==> src/rtl/qwms_pkg.sv <==
package qwms_pkg;
  typedef enum logic {
    ESZ_32 = 1'b0,
    ESZ_64 = 1'b1
  } esize_e;
endpackage

==> src/rtl/qwms_mslane.sv <==
// One accumulator element: pick quarter sub_idx_i of each source, multiply, subtract.
module qwms_mslane #(
  parameter int EW = 32
) (
  input  logic [EW-1:0] a_i,
  input  logic [EW-1:0] b_i,
  input  logic [EW-1:0] acc_i,
  input  logic [1:0]    sub_idx_i,
  output logic [EW-1:0] res_o
);
  localparam int NW = EW / 4;

  logic [NW-1:0]   a_sel, b_sel;
  logic [2*NW-1:0] prod;

  always_comb begin
    a_sel = a_i[sub_idx_i*NW +: NW];
    b_sel = b_i[sub_idx_i*NW +: NW];
    prod  = a_sel * b_sel;
    res_o = acc_i - EW'(prod);
  end
endmodule

==> src/rtl/qwms_row.sv <==
module qwms_row #(
  parameter int VLEN = 128,
  parameter int EW   = 32
) (
  input  logic [VLEN-1:0] a_i,
  input  logic [VLEN-1:0] b_i,
  input  logic [VLEN-1:0] acc_i,
  input  logic [1:0]      sub_idx_i,
  output logic [VLEN-1:0] res_o
);
  localparam int NELEM = VLEN / EW;

  for (genvar e = 0; e < NELEM; e++) begin : g_lane
    qwms_mslane #(.EW(EW)) u_lane (
      .a_i      (a_i[e*EW +: EW]),
      .b_i      (b_i[e*EW +: EW]),
      .acc_i    (acc_i[e*EW +: EW]),
      .sub_idx_i(sub_idx_i),
      .res_o    (res_o[e*EW +: EW])
    );
  end
endmodule

==> src/rtl/qwms_outreg.sv <==
module qwms_outreg #(
  parameter int W = 128
) (
  input  logic         clk_i,
  input  logic         rst_ni,
  input  logic         in_valid_i,
  output logic         in_ready_o,
  input  logic [W-1:0] d_i,
  output logic         out_valid_o,
  input  logic         out_ready_i,
  output logic [W-1:0] q_o
);
  logic         vld_q;
  logic [W-1:0] dat_q;

  assign in_ready_o  = !vld_q || out_ready_i;
  assign out_valid_o = vld_q;
  assign q_o         = dat_q;

  always_ff @(posedge clk_i or negedge rst_ni) begin
    if (!rst_ni) begin
      vld_q <= 1'b0;
      dat_q <= '0;
    end else if (in_ready_o) begin
      vld_q <= in_valid_i;
      if (in_valid_i) dat_q <= d_i;
    end
  end
endmodule

==> src/rtl/qwms_lanes.sv <==
module qwms_lanes
  import qwms_pkg::*;
#(
  parameter int VLEN = 128
) (
  input  logic            clk_i,
  input  logic            rst_ni,
  input  logic            in_valid_i,
  output logic            in_ready_o,
  input  logic            size_i,
  input  logic [1:0]      sub_idx_i,
  input  logic [VLEN-1:0] src_a_i,
  input  logic [VLEN-1:0] src_b_i,
  input  logic [VLEN-1:0] acc_i,
  output logic            out_valid_o,
  input  logic            out_ready_i,
  output logic [VLEN-1:0] res_o
);
  logic [VLEN-1:0] res32, res64, res_nxt;
  esize_e          esz;

  assign esz = esize_e'(size_i);

  qwms_row #(.VLEN(VLEN), .EW(32)) u_row32 (
    .a_i(src_a_i), .b_i(src_b_i), .acc_i(acc_i),
    .sub_idx_i(sub_idx_i), .res_o(res32)
  );

  qwms_row #(.VLEN(VLEN), .EW(64)) u_row64 (
    .a_i(src_a_i), .b_i(src_b_i), .acc_i(acc_i),
    .sub_idx_i(sub_idx_i), .res_o(res64)
  );

  always_comb begin
    unique case (esz)
      ESZ_64:  res_nxt = res64;
      default: res_nxt = res32;
    endcase
  end

  qwms_outreg #(.W(VLEN)) u_oreg (
    .clk_i      (clk_i),
    .rst_ni     (rst_ni),
    .in_valid_i (in_valid_i),
    .in_ready_o (in_ready_o),
    .d_i        (res_nxt),
    .out_valid_o(out_valid_o),
    .out_ready_i(out_ready_i),
    .q_o        (res_o)
  );
endmodule

==> config.mk <==
export PLATFORM = sky130hd
export DESIGN_NAME = qwms_lanes
export DESIGN_NICKNAME = d
export VERILOG_FILES = /design/src/rtl/qwms_pkg.sv /design/src/rtl/qwms_mslane.sv /design/src/rtl/qwms_row.sv /design/src/rtl/qwms_outreg.sv /design/src/rtl/qwms_lanes.sv
export SDC_FILE = /design/constraint.sdc
export NUM_CORES = 2
export LEC_CHECK = 0
export CAP_MARGIN = 30
export CORE_ASPECT_RATIO = 1.5
export CORE_MARGIN = 8
export CORE_UTILIZATION = 25
export DETAILED_ROUTE_END_ITERATION = 8
export DONT_BUFFER_PORTS = 1
export PLACE_DENSITY = 0.38
export SYNTH_ARGS = -nofsm -noshare
export SYNTH_HDL_FRONTEND = slang
export SYNTH_SLANG_ARGS = --single-unit
==> constraint.sdc <==
create_clock -name clk_i -period 1.7 [get_ports clk_i]
set_input_delay 0.51 -clock clk_i [delete_from_list [all_inputs] [get_ports clk_i]]
set_output_delay 0.51 -clock clk_i [all_outputs]
set_load 0.02 [all_outputs]
==> summary.txt <==
Critical path
  • CP peak stage delay: 0.83 ns
  • CP top delay family: adder cells
  • Crit Reg-Reg Endpoint: u_oreg.q_o[105]$_DFFE_PN0P_
  • CP Class: input port to flip-flop
  • Worst Path Required: about 2.1 ns
  • Worst reg2reg path startpoint: u_oreg.out_valid_o$_DFFE_PN0N_
  • Critical path cell sequence: mux4_2 -> buf_12 -> nand2_4 -> fa_1 -> inv_1 -> fa_1 -> fa_1 -> inv_2 -> fa_2 -> fa_1 -> inv_2 -> fa_1 -> inv_2 -> ha_4 -> and3_4 -> and2_4 -> and3_4 -> o21ai_2 -> a21oi_2 -> a41oi_4 -> o2111a_2 -> o211ai_1 -> xor2_1 -> o21ai_1
  • Critical Path Source: sub_idx_i[0]
  • Reg2reg path depth: 7
  • Slowest CP cell: mux4_2
  • Critical path buffers and inverters: 5
  • Startpoint types: input port
  • Crit path depth: 24
  • Reg2reg setup slack: 0.01 ns
  • Crit path to: u_oreg.q_o[121]$_DFFE_PN0P_
  • Crit path max fanout: 149
  • Most used cell, CP: fa_1
  • Crit path capture type: flip-flop
  • Worst Path Arrival: around 7.2 ns

Detailed routing
  • DR vias/cell: 4.715
  • Per-cell routed wire length: between 20 and 25 um
  • First DRT Iteration DRCs: approximately 1400
  • Residual DRC: 0
  • Drt first pass iters: 5
  • Final wirelength: 182.7 mm
  • Total number of vias: 35667
  • Detail Route Antenna Nets: 0

STA
  • Hold_ws: -0.2849 ns
  • Max Fclk: 145.8 MHz
  • Period utilisation layout: 4.035
  • Final WS setup: -5.159 ns
  • Hold Vio Cnt, Final: 129
  • Tightest Pin Transition: 0.6316 ns
  • Slew Limit Fails: 0
  • Skew final: 0.01078 ns
  • Final Critical Period: 6.859 ns
  • Setup TNS: -564.27 ns
  • Final setup viols: 129
  • Slew headroom: 0.5789
  • RSZ-0062 raised after global routing: true

Run
  • Max-cap violations: 0

GRT
  • First-pass GRT wire length: 265.5 mm
  • Vias in the first global route: approximately 40000
  • Largest net degree at the start of global routing: 159
  • Global-route usage over all layers: 0.2042
  • Final global-route overflow total: 0
  • Initial antenna violation count: 9

Logic synthesis
  • Synth area leaders: fa_1 (32%), ha_1 (12%), inv_1 (8.1%)
  • FF+latch count, synth: ~130
  • Post-synth top area share: 0.3189
  • Syn Nets: approximately 6100
  • YS warnings: 0
  • Synth area leader: fa_1
  • Ys async rst share: 1.000
  • Synth unique cells: 88
  • Cell count after synthesis: 4615
  • Post-synth EDFFs: 0
  • Syn Area/Cell: just under 9 um^2
  • Seq/Total Area, Yosys: 0.07937
  • Post-synthesis instance area: approximately 41000 um^2
  • Main synth FF type: dfrtp_1

Floorplan
  • Starting Density: 0.2512
  • Die height: 510.0 um
  • Cell Rows: 181
  • Num ports: 521
  • Core ar.: 161900 um^2
  • Die Wd: 345.3 um
  • Die area: 176100 um^2

Cells and area
  • Synthesis-to-finish area growth: 32.86%
  • Sequential Area: roughly 3200 um^2
  • Share of layout cells above drive strength 1: 0.2850
  • Layout Cells excl Fill: 7564
  • Fill count: 17045
  • Area of the multi-input gates: 35970 um^2
  • Number of nets in the layout: ~6900
  • Leading cell type in the layout, fill and taps excluded: buf_4
  • Most frequent cells in the layout: buf_4 (844), inv_1 (838), fa_1 (614)

Clock network
  • Clock Root Buffer: clkbuf_16
  • CTS clk-pin slew, worst paths: around 0.070 ns
  • Clock Path Buffers: 2
  • Htree depth: 4
  • CTS tree: built
  • Num CTS Buffers: 17
  • Clk_lat worst skew: 0.51 ns
  • # clock sinks: between 100 and 150

Place
  • HPWL after DPL: ~160 mm
  • Number of port buffers: 0
  • Placer Congestion: 0.9074
  • Placed instance count: 7443
  • Pre-CTS setup slack: -6.067 ns

Status
  • Failing checks: hold timing, setup timing
  • Status: complete, but fails checks

Min path
  • Worst hold path class: input port to async pin
[layout make-up]
type | count | share of cell area
sequential | 129 | 0.05974
multi-input combinational | 3442 | 0.6657
timing repair buffer | 971 | 0.1535
antenna | 10 | 0.0004631
clock buffer | 18 | 0.008127
tap | 2104 | 0.04872
inverter | 877 | 0.06106
clock inverter | 13 | 0.002755
[per-stage QoR]
stage / utilization / area [um^2]
6_report: 0.3337 / 54040
5_1_grt: 0.3337 / 54030
4_1_cts: 0.3278 / 53080
3_5_place_dp: 0.3126 / 50620
3_3_place_gp: 0.3126 / 50620
2_1_floorplan: - / 41880
[registers in the layout, indices dropped and copies added, names as in the netlist]
| signal | flops |
|---|---|
| u_oreg.out_valid_o | 1 |
| u_oreg.q_o | 128 |
[cells in the mapped netlist (33+ instances only)]
library cell / count
xnor2_1: 134
ha_1: 406
and2_1: 319
nor3_1: 48
a21oi_1: 199
nor2b_1: 33
mux4_2: 111
nand3_1: 50
clkbuf_1: 144
dfrtp_1: 129
a21o_1: 72
fa_1: 648
nand2_1: 545
o21ai_0: 168
xor2_1: 64
inv_1: 877
nor2_1: 232
[routing by layer]
| metal | track usage | share of wire | up-vias | wire length [um] |
|---|---|---|---|---|
| li1 | - | - | 16486 | - |
| met1 | 0.2060 | 0.35 | 17987 | 63260 |
| met2 | 0.3983 | 0.54 | 950 | 98970 |
| met3 | 0.03761 | 0.051 | 242 | 9338 |
| met4 | 0.1024 | 0.061 | 2 | 11160 |
| met5 | 0 | 0.000071 | - | 13 |
[kinds of logic (layout without fill, tap and decap cells)]
logic type,after synthesis,after routing,synth area share
other cells,0,10,0
flops,129,129,0.07937
mux,147,150,0.07081
buf+inv,1047,1879,0.09696
fa+ha+maj,1054,1054,0.4438
simple gates,1378,1378,0.1630
xor+xnor,199,199,0.04304
compound gates,661,661,0.1030
[worst min path at each step]
stage	startpoint	endpoint	slack (ns)	cells past startpoint
6_report	rst_ni	u_oreg.q_o[53]$_DFFE_PN0P_	-0.28	0
5_1_grt	rst_ni	u_oreg.q_o[10]$_DFFE_PN0P_	-0.33	0
4_1_cts	rst_ni	u_oreg.q_o[15]$_DFFE_PN0P_	-0.36	0
3_5_place_dp	rst_ni	u_oreg.q_o[32]$_DFFE_PN0P_	0.22	0
3_3_place_gp	rst_ni	u_oreg.q_o[32]$_DFFE_PN0P_	0.22	0
2_1_floorplan	rst_ni	u_oreg.out_valid_o$_DFFE_PN0N_	0.21	0
[what timing repair did]
item / CTS / global route
gates cloned: 4 / 0
resized for setup: 328 / 189
setup endpoints to repair: 131 / 131
pin swaps: 113 / 104
hold endpoints to repair: 129 / 129
setup buffers: 53 / 31
Power is not shown: default switching activity piles up to over one toggle a cycle in this logic, so the estimate is an artifact.
